**config.mk**
```make
export PLATFORM = sky130hd
export DESIGN_NAME = gpio_masked_port
export DESIGN_NICKNAME = d
export VERILOG_FILES = /design/src/rtl/gpio_mask_pkg.sv /design/src/rtl/gm_addr_decode.sv /design/src/rtl/gm_port_reg.sv /design/src/rtl/gm_read_path.sv /design/src/rtl/gpio_masked_port.sv
export SDC_FILE = /design/constraint.sdc
export NUM_CORES = 1
export LEC_CHECK = 0
export ABC_CLOCK_PERIOD_IN_PS = 800
export BUFFER_PORTS_ARGS = -buffer_cell sky130_fd_sc_hd__buf_2
export CORE_UTILIZATION = 44
export CTS_BUF_LIST = sky130_fd_sc_hd__clkbuf_2 sky130_fd_sc_hd__clkbuf_4 sky130_fd_sc_hd__clkbuf_8
export CTS_CLUSTER_DIAMETER = 30
export CTS_CLUSTER_SIZE = 24
export DETAILED_ROUTE_END_ITERATION = 12
export PLACE_DENSITY = 0.92
export SYNTH_ARGS = -nofsm -noshare
export SYNTH_HDL_FRONTEND = slang
export SYNTH_SLANG_ARGS = --single-unit
```
**constraint.sdc**
```tcl
create_clock -name clk -period 0.8 [get_ports clk]
set_input_delay 0.04 -clock clk [delete_from_list [all_inputs] [get_ports clk]]
set_output_delay 0.04 -clock clk [all_outputs]
set_load 0.01 [all_outputs]
```
**src/rtl/gpio_mask_pkg.sv**
```systemverilog
package gpio_mask_pkg;
    parameter int PORT_W  = 8;
    parameter int WADDR_W = 10;
    localparam int SEL_W  = WADDR_W - PORT_W;
    parameter logic [SEL_W-1:0] WIN_ID = '0;

    typedef logic [PORT_W-1:0] port_t;

    typedef struct packed {
        logic  wr_go;
        logic  rd_go;
        logic  rd_miss;
        port_t mask;
    } gm_access_t;

    function automatic port_t merge_masked(port_t cur, port_t nxt, port_t msk);
        return (cur & ~msk) | (nxt & msk);
    endfunction
endpackage

```
**src/rtl/gm_addr_decode.sv**
```systemverilog
module gm_addr_decode
    import gpio_mask_pkg::*;
(
    input  logic [WADDR_W-1:0] waddr,
    input  logic               we,
    input  logic               re,
    output gm_access_t         acc
);
    logic hit;

    always_comb begin
        hit         = (waddr[WADDR_W-1:PORT_W] == WIN_ID);
        acc.mask    = waddr[PORT_W-1:0];
        acc.wr_go   = we & hit;
        acc.rd_go   = re & hit;
        acc.rd_miss = re & ~hit;
    end
endmodule

```
**src/rtl/gm_port_reg.sv**
```systemverilog
module gm_port_reg
    import gpio_mask_pkg::*;
(
    input  logic       clk,
    input  logic       rst,
    input  gm_access_t acc,
    input  port_t      wdata,
    output port_t      q
);
    always_ff @(posedge clk) begin
        if (rst)
            q <= '0;
        else if (acc.wr_go)
            q <= merge_masked(q, wdata, acc.mask);
    end

    a_r4_unmasked_hold: assert property (@(posedge clk) disable iff (rst)
        acc.wr_go |=> ((q ^ $past(q)) & ~$past(acc.mask)) == '0);

    a_r3_masked_load: assert property (@(posedge clk) disable iff (rst)
        acc.wr_go |=> (q & $past(acc.mask)) == ($past(wdata) & $past(acc.mask)));
endmodule

```
**src/rtl/gm_read_path.sv**
```systemverilog
module gm_read_path
    import gpio_mask_pkg::*;
(
    input  logic       clk,
    input  logic       rst,
    input  gm_access_t acc,
    input  port_t      cur,
    output port_t      rdata
);
    always_ff @(posedge clk) begin
        if (rst || !acc.rd_go)
            rdata <= '0;
        else
            rdata <= cur & acc.mask;
    end

    a_r7_idle_zero: assert property (@(posedge clk) disable iff (rst)
        !(acc.rd_go) |=> rdata == '0);
endmodule

```
**src/rtl/gpio_masked_port.sv**
```systemverilog
module gpio_masked_port
    import gpio_mask_pkg::*;
(
    input  logic               clk,
    input  logic               rst,
    input  logic [WADDR_W-1:0] bus_waddr,
    input  logic [PORT_W-1:0]  bus_wdata,
    input  logic               bus_we,
    input  logic               bus_re,
    output logic [PORT_W-1:0]  bus_rdata,
    output logic [PORT_W-1:0]  port_out
);
    gm_access_t acc;

    gm_addr_decode u_dec (
        .waddr (bus_waddr),
        .we    (bus_we),
        .re    (bus_re),
        .acc   (acc)
    );

    gm_port_reg u_reg (
        .clk   (clk),
        .rst   (rst),
        .acc   (acc),
        .wdata (bus_wdata),
        .q     (port_out)
    );

    gm_read_path u_rd (
        .clk   (clk),
        .rst   (rst),
        .acc   (acc),
        .cur   (port_out),
        .rdata (bus_rdata)
    );

    // a write outside the window, or no write at all, leaves the pins alone
    a_r8_no_stray_update: assert property (@(posedge clk) disable iff (rst)
        !(bus_we && bus_waddr[WADDR_W-1:PORT_W] == WIN_ID) |=> $stable(port_out));

    a_r8_outside_read_zero: assert property (@(posedge clk) disable iff (rst)
        (bus_re && bus_waddr[WADDR_W-1:PORT_W] != WIN_ID) |=> bus_rdata == '0);

    // read data is the pre-write port value under the mask
    a_r7_read_masked: assert property (@(posedge clk) disable iff (rst)
        (bus_re && bus_waddr[WADDR_W-1:PORT_W] == WIN_ID)
            |=> bus_rdata == ($past(port_out) & $past(bus_waddr[PORT_W-1:0])));

    a_r10_empty_mask: assert property (@(posedge clk) disable iff (rst)
        (bus_we && bus_waddr[PORT_W-1:0] == '0) |=> $stable(port_out));
endmodule

```
-- After elaboration in Yosys (flattened, before gate mapping)
Cells that the tools add are included.
- reductions and logical operators: 3
- bitwise logic cells: 7
- operators with widths (kind ; number):
    $and A8 B8 Y8 ; 3
    $not A8 Y8 ; 1
    $or A8 B8 Y8 ; 1
    $and A1 B1 Y1 ; 2
    $logic_not A2 Y1 ; 1
    $logic_not A1 Y1 ; 1
    $logic_or A1 B1 Y1 ; 1
- word-level logic and storage cells: 12
- bits in registers: 16
- output and inout port bits: 16

-- Depth between registers and ports, before layout
- word-level depth: 4
- mapped depth: 3
- mapped depth without buffers: 2

-- By module
Synthesis repeated with hierarchy kept, for this count alone.
- cells, all modules: 62
- area total of the unflattened synthesis: 669.4 sq um
- modules (own cells, without submodules) (module ; seq. area each (sq um) ; instances ; area each (sq um) ; cells an instance):
    gm_port_reg ; 160.2 ; 1 ; 346.6 ; 35
    gm_read_path ; 160.2 ; 1 ; 240.2 ; 16
    gm_addr_decode ; 0.0 ; 1 ; 82.6 ; 11

-- Worst setup path after synthesis
OpenSTA, ideal clock, no wires.
- path type: input -> register
- start: input port bus_waddr[9]
- end: register u_rd.rdata[0]
- cell stages on the path: 2
- setup slack: 0.186 ns
- arrival time: 0.554 ns
- path buffers: 0
- required time: 0.740 ns
- path through: nor4b_4 -> and3_1
- longest elaborated chain between the ends: 4
- RTL lines (element ; RTL line ; text):
    start: declaration ; gpio_masked_port.sv:6 ; input logic [WADDR_W-1:0] bus_waddr,
    $logic_not A2 Y1 ; gm_addr_decode.sv:12 ; hit = (waddr[WADDR_W-1:PORT_W] == WIN_ID);
    $and A1 B1 Y1 ; gm_addr_decode.sv:15 ; acc.rd_go = re & hit;
    $logic_not A1 Y1 ; gm_read_path.sv:11 ; if (rst || !acc.rd_go)
    $logic_or A1 B1 Y1 ; gm_read_path.sv:11 ;
    end signal: assignment ; gm_read_path.sv:14 ; rdata <= cur & acc.mask;
    end: declaration ; gm_read_path.sv:8 ; output port_t rdata
Every way passes these cells.
A chain may end at the register's enable or synchronous reset.

==> run_results.csv <==
group,metric,value,unit
critical_path,crit_slowest_cell,"dfxtp_2",
placed_design,dp_cells,111,
critical_path,path_buf_inv,1,
global_route,use_met3,4.891,%
power_and_ir_drop,leakage,0.5234,nW
sta,skew,0.004155,ns
clock_tree,clkLatencyLatePin,0.28,ns
power_and_ir_drop,p_clk_share,34.4,%
synthesis,synth.net_count,80,
sta,period_share,100.4,%
critical_path,worst-r2r-setup-slack,0.07,ns
synthesis,ys_warn_count,0,
synthesis,synth_seq_cells,16,
run_status,violations,"setup timing",
synthesis,ys_async_sr_fraction,0,%
critical_path,rr_worst_depth,3,
sta,final.setup.worst_slack,-0.002983,ns
sta,drv_slew,0,
global_route,grt.total_usage,20.89,%
floorplan,row_count,13,
power_and_ir_drop,intPower,1.215,mW
finish,final.fill_count,71,
sta,hold_slack,0.003518,ns
global_route,met1_usage,19.87,%
sta,slew_headroom,88.10,%
finish,final_util,81.78,%
critical_path,critical-path-top-delay-family,"flip-flops",
critical_path,worstPathArrival,0.76,ns
sta,fin_crit,0.8030,ns
route,viasPerCell,5.368,
route,wl,2.138,mm
floorplan,die_y,41.26,um
global_route,busiest_layer,"met2",
hold_path,hold_path.startpoint,"bus_wdata[7]",
sta,fmaxAchievable,1245,MHz
synthesis,yosys-top-cells-area,"dfxtp_1 47%, and4bb_2 15%, nand2b_1 15%, mux2i_1 12%, and3_1 7.4%",
sta,setup_viol_count_final,1,
power_and_ir_drop,p_seq_share,52.0,%
critical_path,cp_max_fo,3,
hold_path,hold_depth,3,
global_route,grt_overflow,0,
route,drtAntennaViolNets,0,
floorplan,io_pins,38,
clock_tree,cts-htree-levels,1,
synthesis,synth_cell_type_count,7,
global_route,grt_max_degree,17,
power_and_ir_drop,p_sw,0.3539,mW
sta,rsz0062_at_grt,"yes",
placed_design,numPortBuffers,37,
clock_tree,cts_buffers,3,
floorplan,core,1366,um^2
route,drt_iter0_drc,12,
finish,area_growth,64.76,%
sta,worst_pin_slew,0.1735,ns
clock_tree,clockBufferDepth,2,
critical_path,critical_path_class,"reg2out",
critical_path,cp_slowest_stage_delay,0.37,ns
synthesis,yosys-top-cells-count,"16 x dfxtp_1, 16 x nand2b_1, 8 x and3_1, 8 x and4bb_2, 8 x mux2i_1",
synthesis,syn_area,678.2,um^2
critical_path,cp_cell_sequence,"buf_6",
route,firstDrtPassIters,4,
floorplan,die_area,1702,um^2
finish,diodes,0,
power_and_ir_drop,ir_drop,0.0007928,V
clock_tree,cts_tree,"yes",
placed_design,gp_congestion,0.6389,
placed_design,dp_hpwl,1.201,mm
finish,drive_above_1_share,59.09,%
synthesis,synthCells,58,
hold_path,hp-class,"in2reg",
floorplan,die_x,41.26,um
global_route,grt_pass1_wl,2.139,mm
route,detail_route.wl_per_cell,17.10,um
global_route,use_met2,41.02,%
critical_path,critPathCaptureType,"primary output",
synthesis,synth_edf_count,0,
clock_tree,cts.sinks,16,
floorplan,start_util,49.63,%
clock_tree,clk_pin_slew,0.10,ns
job,max-cap-violations,0,
power_and_ir_drop,switching_share,22.56,%
synthesis,synth_flop_cell,"dfxtp_1",
route,dr_total_vias,671,
critical_path,cp.required,0.76,ns
global_route,grt_pass1_vias,514,
synthesis,ys_seq_area_share,47.23,%
power_and_ir_drop,power_per_cell_area,1404,nW/um^2
synthesis,synth_top_area_cell,"dfxtp_1",
sta,hold_viol_final,0,
clock_tree,cts_root_buffer,"clkbuf_4",
synthesis,avgSynthCellArea,11.69,um^2
run_status,outcome,"finished, violations left",
critical_path,worstSetupStartpointType,"flip-flop",
global_route,antenna_found_initial,0,
synthesis,yosysTopAreaCellShare,47.23,%
finish,fin_nets,133,
finish,layout.cells.non_filler,125,
route,drcViolationCount,0,
power_and_ir_drop,comb_power_share,13.7,%
-- per-layer routing --
metal / share of wire, % / wire, um
met5: 0 / 0
met2: 54 / 1149
met1: 39 / 842
met4: 3.3 / 70
met3: 3.6 / 76
-- cells by family (layout without fill, tap and decap cells) --
group / count (synthesis) / in the layout / synth area share (%)
buf+inv: 1 / 53 / 0.5530
flops: 16 / 16 / 47.23
mux: 8 / 8 / 11.81
simple gates: 33 / 33 / 40.41
-- area by class of cell --
type | count | area [um^2] | share of cell area, %
tap | 15 | 18.77 | 1.680
multi-input combinational | 41 | 354.1 | 31.69
sequential | 16 | 335.3 | 30.01
clock buffer | 4 | 36.28 | 3.247
timing repair buffer | 49 | 372.9 | 33.37
-- worst max path at each step --
stage	cells past startpoint	end	slack, ns
detailed placement	4	u_rd.rdata[6]	-0.09
global route	1	bus_rdata[7]	-0.04
CTS	1	port_out[3]	0.00002
floorplan	2	u_rd.rdata[0]	0.19
global placement	4	u_rd.rdata[6]	-0.03
finish	1	port_out[5]	-0.003
-- placed cells by master, fill, tap and decap left out --
master	netlist	final
buf_2	0	25
nor4b_4	1	1
clkbuf_8	0	1
clkbuf_4	0	3
dfxtp_1	16	4
nand2b_1	16	16
and4bb_2	8	8
and3_1	8	8
buf_6	0	12
dlygate4sd3_1	0	9
buf_4	0	3
mux2i_1	8	8
dfxtp_2	0	12
-- power by group through the flow --
| stage | Sequential [mW] | Combinational, mW | Clock, mW |
|---|---|---|---|
| finish | 0.815 | 0.214 | 0.539 |
| global route | 0.817 | 0.226 | 0.587 |
| CTS | 0.813 | 0.181 | 0.548 |
| detailed placement | 0.830 | 0.160 | 0 |
| global placement | 0.829 | 0.153 | 0 |
| floorplan | 0.833 | 0.0612 | 0 |
-- per-stage QoR --
stage                TNS [ns]  total power, mW  setup slack (ns)  instance area, um^2
finish              -0.002983            1.569         -0.002983                 1117
global route          -0.2180            1.630          -0.03564                 1117
CTS                         0            1.543        0.00002182                 1002
detailed placement    -0.6801           0.9898          -0.08802                893.4
global placement      -0.2364           0.9821          -0.03100                893.4
floorplan                   0           0.8947            0.1859                678.2
-- repair_timing --
item,CTS,global route
gates resized for setup,10,14
setup endpoints to repair,8,13
gates cloned,0,0
endpoints found under the hold margin,5,4
setup buffers,0,1
hold buffers,5,4
No activity file was read; power rests on OpenSTA's default activity.
